File: src/rtl/cskip_pkg.sv
package cskip_pkg;

    // Condition test codes; the numeric values are decoded from in_cond_op.
    typedef enum logic [2:0] {
        TST_ANY_SET = 3'd0,
        TST_NONE_SET = 3'd1,
        TST_EQUAL = 3'd2,
        TST_DIFFER = 3'd3,
        TST_UGREATER = 3'd4,
        TST_ULESS = 3'd5,
        TST_SGREATER = 3'd6,
        TST_SLESS = 3'd7
    } test_code_e;

endpackage

File: src/rtl/cskip_compare.sv
module cskip_compare
    import cskip_pkg::*;
#(
    parameter int WORD_W = 16
) (
    input  logic [2:0]        code_i,
    input  logic [WORD_W-1:0] b_i,
    input  logic [WORD_W-1:0] a_i,
    output logic              pass_o
);

    logic              any_common;
    logic              eq;
    logic              u_gt;
    logic              u_lt;
    logic              s_gt;
    logic              s_lt;
    test_code_e        code;

    assign code       = test_code_e'(code_i);
    assign any_common = |(b_i & a_i);
    assign eq         = (b_i == a_i);
    assign u_gt       = (b_i > a_i);
    assign u_lt       = (b_i < a_i);
    assign s_gt       = ($signed(b_i) > $signed(a_i));
    assign s_lt       = ($signed(b_i) < $signed(a_i));

    always_comb begin
        unique case (code)
            TST_ANY_SET:  pass_o = any_common;
            TST_NONE_SET: pass_o = !any_common;
            TST_EQUAL:    pass_o = eq;
            TST_DIFFER:   pass_o = !eq;
            TST_UGREATER: pass_o = u_gt;
            TST_ULESS:    pass_o = u_lt;
            TST_SGREATER: pass_o = s_gt;
            TST_SLESS:    pass_o = s_lt;
            default:      pass_o = 1'b1;
        endcase
    end

endmodule

File: src/rtl/cskip_seq.sv
module cskip_seq #(
    parameter int LEN_W = 2
) (
    input  logic             clk,
    input  logic             rst_n,
    input  logic             valid_i,
    input  logic             is_cond_i,
    input  logic             pass_i,
    input  logic [LEN_W-1:0] len_i,
    output logic             pend_o,
    output logic             valid_o,
    output logic             skip_o,
    output logic [LEN_W-1:0] adv_o
);

    typedef struct packed {
        logic             pend;
        logic             vld;
        logic             skip;
        logic [LEN_W-1:0] adv;
    } seq_state_t;

    localparam seq_state_t RESET_STATE = '{pend: 1'b0, vld: 1'b0, skip: 1'b0, adv: '0};

    seq_state_t st_d;
    seq_state_t st_q;

    always_comb begin
        st_d      = st_q;
        st_d.vld  = valid_i;
        st_d.skip = 1'b0;
        st_d.adv  = '0;
        if (valid_i) begin
            if (st_q.pend) begin
                // Instruction is discarded; a skipped test extends the skip.
                st_d.skip = 1'b1;
                st_d.adv  = len_i;
                st_d.pend = is_cond_i;
            end else begin
                st_d.pend = is_cond_i && !pass_i;
            end
        end
    end

    always_ff @(posedge clk) begin
        if (!rst_n) begin
            st_q <= RESET_STATE;
        end else begin
            st_q <= st_d;
        end
    end

    assign pend_o  = st_q.pend;
    assign valid_o = st_q.vld;
    assign skip_o  = st_q.skip;
    assign adv_o   = st_q.adv;

endmodule

File: src/rtl/cond_skip_unit.sv
module cond_skip_unit #(
    parameter int WORD_W = 16,
    parameter int LEN_W  = 2
) (
    input  logic              clk,
    input  logic              rst_n,
    input  logic              in_valid,
    input  logic              in_is_cond,
    input  logic [2:0]        in_cond_op,
    input  logic [WORD_W-1:0] in_b,
    input  logic [WORD_W-1:0] in_a,
    input  logic [LEN_W-1:0]  in_len,
    output logic              out_valid,
    output logic              out_skip,
    output logic [LEN_W-1:0]  out_adv
);

    logic test_pass;
    logic skip_pend;

    cskip_compare #(.WORD_W(WORD_W)) u_cmp (
        .code_i (in_cond_op),
        .b_i    (in_b),
        .a_i    (in_a),
        .pass_o (test_pass)
    );

    cskip_seq #(.LEN_W(LEN_W)) u_seq (
        .clk       (clk),
        .rst_n     (rst_n),
        .valid_i   (in_valid),
        .is_cond_i (in_is_cond),
        .pass_i    (test_pass),
        .len_i     (in_len),
        .pend_o    (skip_pend),
        .valid_o   (out_valid),
        .skip_o    (out_skip),
        .adv_o     (out_adv)
    );

endmodule

File: config.mk
export PLATFORM = sky130hd
export DESIGN_NAME = cond_skip_unit
export DESIGN_NICKNAME = d
export VERILOG_FILES = /design/src/rtl/cskip_pkg.sv /design/src/rtl/cskip_compare.sv /design/src/rtl/cskip_seq.sv /design/src/rtl/cond_skip_unit.sv
export SDC_FILE = /design/constraint.sdc
export NUM_CORES = 1
export LEC_CHECK = 0
export BUFFER_PORTS_ARGS = -buffer_cell sky130_fd_sc_hd__buf_2
export CAP_MARGIN = 40
export CELL_PAD_IN_SITES_DETAIL_PLACEMENT = 1
export CELL_PAD_IN_SITES_GLOBAL_PLACEMENT = 2
export CORE_UTILIZATION = 24
export DETAILED_ROUTE_END_ITERATION = 8
export HOLD_SLACK_MARGIN = 0.05
export PLACE_DENSITY_LB_ADDON = 0.1
export SLEW_MARGIN = 10
export SYNTH_ARGS = -nofsm -noshare
export SYNTH_HDL_FRONTEND = slang
export SYNTH_SLANG_ARGS = --single-unit
File: constraint.sdc
create_clock -name clk -period 1.7 [get_ports clk]
set_input_delay 0 -clock clk [delete_from_list [all_inputs] [get_ports clk]]
set_output_delay 0 -clock clk [all_outputs]
set_load 0.02 [all_outputs]
Word-level counts from Yosys, hierarchy flattened
Index checks and enable logic that the tools add are counted.
- bits in registers: 5
- input port bits: 41
- equality and inequality tests: 8
- reductions and logical operators: 8
- bitwise operators: 1
- multiplexer cells: 3
- order comparisons: 4
- operators by type and width (kind ; count):
    16-bit > comparator ; 2
    16-bit < comparator ; 2
    16-bit bitwise AND ; 1
    16-bit equality test ; 1
    16-bit OR reduction ; 1
    3-bit equality test (second input constant) ; 4
    1-bit case mux with 8 select lines ; 1
    3-bit by 2-bit equality test with 1-bit output (second input constant) ; 2
    3-bit by 1-bit equality test with 1-bit output (second input constant) ; 1
    1-bit zero test ; 3
    3-bit zero test ; 1
    3-bit 2-to-1 mux ; 1
    3-bit AND reduction ; 1
    2-bit AND reduction ; 1
    1-bit logical AND ; 1
    1-bit 2-to-1 mux ; 1

Logic depth before layout (Yosys ltp)
- depth in word-level cells: 7
- gate-level depth with buffers: 9
- gate-level depth less buffers: 9

Cells and area by module
From an unflattened synthesis, not the netlist that was laid out.
- cells, all modules: 97
- area total of the unflattened synthesis: 877.1 sq um
- by module, submodules not included (module ; area an instance (sq um) ; sequential area each (sq um) ; times used ; cells an instance):
    cskip_compare ; 725.7 ; 0.0 ; 1 ; 85
    cskip_seq ; 151.4 ; 100.1 ; 1 ; 12

Worst setup path before layout
OpenSTA, ideal clock, no wires.
- path type: input -> register
- start: input port in_a[9]
- end: register u_seq.st_q, in the netlist u_seq.pend_o
- buffers on the path: 0
- required time: 1.577 ns
- stages: 9
- slack: 0.261 ns
- data arrival time: 1.316 ns
- library setup time: 0.123 ns
- cells stage by stage: inv_1 -> ha_1 -> a21oi_1 -> o21ai_0 -> a221oi_1 -> nand3_1 -> nor2b_1 -> o2111ai_1 -> a21oi_1
- word-level cells in the longest chain between the ends: 7
- RTL lines (element ; line ; source):
    start, declared ; cond_skip_unit.sv:11 ; input logic [WORD_W-1:0] in_a,
    branches (longest 3 deep; another with 16-bit < comparator) ; - ;
    1-bit case mux with 8 select lines (*) ; cskip_compare.sv:29 ; unique case (code)
    1-bit zero test (*) ; cskip_seq.sv:40 ; st_d.pend = is_cond_i && !pass_i;
    1-bit logical AND (*) ; cskip_seq.sv:40 ;
    1-bit 2-to-1 mux (*) ; cskip_seq.sv:34 ; if (st_q.pend) begin
    end signal, assigned ; cskip_seq.sv:49 ; st_q <= st_d;
    end, declared ; cskip_seq.sv:26 ; seq_state_t st_q;
Every way passes the cells marked *.
A chain may end at the register's enable or synchronous reset.

Worst setup path after layout
- start: input port in_b[9]
- end: register u_seq.st_q, in the netlist u_seq.pend_o
- word-level cells in the longest chain between the ends: 7
- RTL lines (element ; line ; source):
    start, declared ; cond_skip_unit.sv:10 ; input logic [WORD_W-1:0] in_b,
    branches (longest 3 deep; another with 16-bit < comparator) ; - ;
    1-bit case mux with 8 select lines (*) ; cskip_compare.sv:29 ;
    1-bit zero test (*) ; cskip_seq.sv:40 ;
    1-bit logical AND (*) ; cskip_seq.sv:40 ;
    1-bit 2-to-1 mux (*) ; cskip_seq.sv:34 ;
Marked as above.

==> flow_summary.json <==
{
  "die_w_microns": 61.3,
  "final_nets": 231,
  "setup_viol": 0,
  "fin_crit_ns": 1.49,
  "grt_max_degree": 6,
  "place_ws_ns": -0.0605,
  "area_delta_synth_final_pct": 44.3,
  "status": "completed",
  "yosys_warnings": 0,
  "cp_slowest_stage_delay_ns": 0.41,
  "grt_pass1_vias": 876,
  "p_leak_nw": 0.697,
  "cts.clk_slew.worst_paths_ns": 0.05,
  "vdd_drop_max_mv": 0.109,
  "clock_latency_ns": 0.25,
  "clock-sinks": 5,
  "io_pins": 45,
  "antenna_found_initial": 0,
  "r2r-start": "u_seq.pend_o$_SDFFE_PN0P_",
  "final_max_slew_viol_count": 0,
  "critPathBufInv": 1,
  "crit_chain": "buf_2, ha_1, a21oi_1, o21ai_0, a221oi_1, nand3_1, nor2b_1, o2111ai_1, a21oi_1",
  "maxCapViolations": 0,
  "critPathTopFamily": "compound AO/OA/AOI/OAI gates",
  "hold_viol": 0,
  "drive_above_1_share": 0.306,
  "max-slew-margin-rel": 0.751,
  "yosys_most_used_dff": "dfxtp_1",
  "cp_max_fo": 2,
  "start_kind": "input pin",
  "powerDensity_nw_per_um2": 385,
  "vias": 882,
  "multi_input_area_sq_um": 669,
  "drtAntennaViolNets": 0,
  "grt_pass1_wl_microns": 3350,
  "cts_setup_buffers": 0,
  "criticalPathCategory": "input pin to flop",
  "hold_class": "input pin to flop",
  "regArea_sq_um": 100,
  "crit_path_end_kind": "flop",
  "worst_ep_arrival_time_ns": 1.62,
  "layout_common_cells": "44 x buf_2, 32 x ha_1, 20 x inv_1, 9 x a21oi_1, 7 x dlygate4sd3_1",
  "crit_slowest_cell": "a221oi_1",
  "final.setup.worst_slack_ns": 0.215,
  "fp-row-count": 21,
  "viasPerCell": 4.34,
  "syn-num-nets": 175,
  "ys_types": 23,
  "core_area_sq_um": 3360,
  "synth_edf_count": 0,
  "final_common_cell": "buf_2",
  "cts.path.max_buffers": 2,
  "min_from": "in_cond_op[0]",
  "rsz0062_at_grt": "no",
  "syn-instance-count": 102,
  "cp_common_cell": "a21oi_1",
  "drtPass1Iterations": 4,
  "portBuffers": 44,
  "grt_usage": 0.120,
  "dp_hpwl_microns": 1850,
  "startpoint": "in_b[9]",
  "power.total_mw": 0.469,
  "initial_utilization": 0.251,
  "cts_tree": "built",
  "cts_buffers": 3,
  "cts_resized": 0,
  "synth_area_sq_um": 845,
  "cts_hold_buf": 7,
  "tns_ns": 0,
  "drc_errors": 0,
  "die_h_microns": 61.3,
  "n_antenna_cell": 0,
  "overflow": 0,
  "cp.required_ns": 1.83,
  "ys_ff_latch": 5,
  "avgSynthCellArea_sq_um": 8.28,
  "async_flop_share": 0,
  "drtIter0Drc": 14,
  "fin_skew_ns": 0.00489,
  "post-route-period-util": 0.874,
  "htree_levels": 1,
  "routabilityCongestion": 0.651,
  "ys_seq_area_frac": 0.119,
  "dieArea_sq_um": 3760,
  "cts-root-buf": "clkbuf_4",
  "routed_wl_microns": 2060,
  "max_freq_ghz": 0.673,
  "nFillCells": 437,
  "worst_pin_slew_ns": 0.374,
  "wl_per_cell_microns": 10.2
}
-- cells in the mapped netlist, types with 2 or more instances --
| cell type | count | area [sq um] |
|---|---|---|
| a21oi_1 | 9 | 45.0 |
| and2_1 | 3 | 18.8 |
| dfxtp_1 | 5 | 100 |
| ha_1 | 32 | 400 |
| inv_1 | 20 | 75.1 |
| nand2_1 | 5 | 18.8 |
| nand2b_1 | 2 | 12.5 |
| nand3_1 | 2 | 10.0 |
| nand4_1 | 4 | 25.0 |
| nor2_1 | 2 | 7.51 |
| nor4_1 | 4 | 25.0 |
| o21ai_0 | 3 | 15.0 |
-- registers in the layout, summed over array words and instances, names as in the netlist --
register / count
u_seq.skip_o: 1
u_seq.valid_o: 1
u_seq.adv_o: 2
u_seq.pend_o: 1
-- cell families after synthesis --
group,Yosys count,share of synthesized area
buf+inv,20,0.0889
simple gates,27,0.190
compound gates,17,0.119
flops,5,0.119
fa+ha+maj,32,0.474
xor+xnor,1,0.0104
-- path summary, 6_finish.rpt --
path / depth (start not counted) / to / slack, ns
worst max register to register: 2 / u_seq.adv_o[0]$_SDFF_PN0_ / 0.98
worst min-delay path: 4 / u_seq.pend_o$_SDFFE_PN0P_ / 0.18
worst min register to register: 1 / u_seq.skip_o$_SDFF_PN0_ / 0.51
worst max-delay path: 9 / u_seq.pend_o$_SDFFE_PN0P_ / 0.21
-- where the power goes --
part | internal [mW] | leakage [nW] | switching (mW)
sequential | 0.122 | 0.0408 | 0.00118
combinational | 0.103 | 0.641 | 0.0997
clock | 0.0891 | 0.0150 | 0.0536
-- per-stage QoR --
step / util / hold WS [ns] / cells / instance area, sq um
after floorplan: - / 0.122 / 102 / 845
after global placement: 0.334 / 0.200 / 192 / 1120
after detailed placement: 0.334 / 0.215 / 192 / 1120
after CTS: 0.362 / 0.177 / 203 / 1220
after global routing: 0.362 / 0.237 / 203 / 1220
final: 0.362 / 0.179 / 203 / 1220
-- worst min-delay path, cell delays in order --
cell       delay (ns)
buf_2            0.10
inv_1            0.04
o2111ai_1        0.18
a21oi_1          0.06
-- routing by layer --
metal | track usage | vias up | part of all wire
met1 | 0.127 | 389 | 0.42
li1 | - | 462 | -
met5 | 0 | - | 0
met4 | 0.0390 | 0 | 0.0097
met2 | 0.238 | 29 | 0.51
met3 | 0.0189 | 2 | 0.058
-- cell type report --
| type | instances | area share |
|---|---|---|
| timing repair buffer | 51 | 0.238 |
| clock buffer | 4 | 0.0216 |
| multi-input combinational | 77 | 0.549 |
| sequential | 5 | 0.0821 |
| tap | 46 | 0.0472 |
| inverter | 20 | 0.0616 |
(Power assumes the default switching activity.)
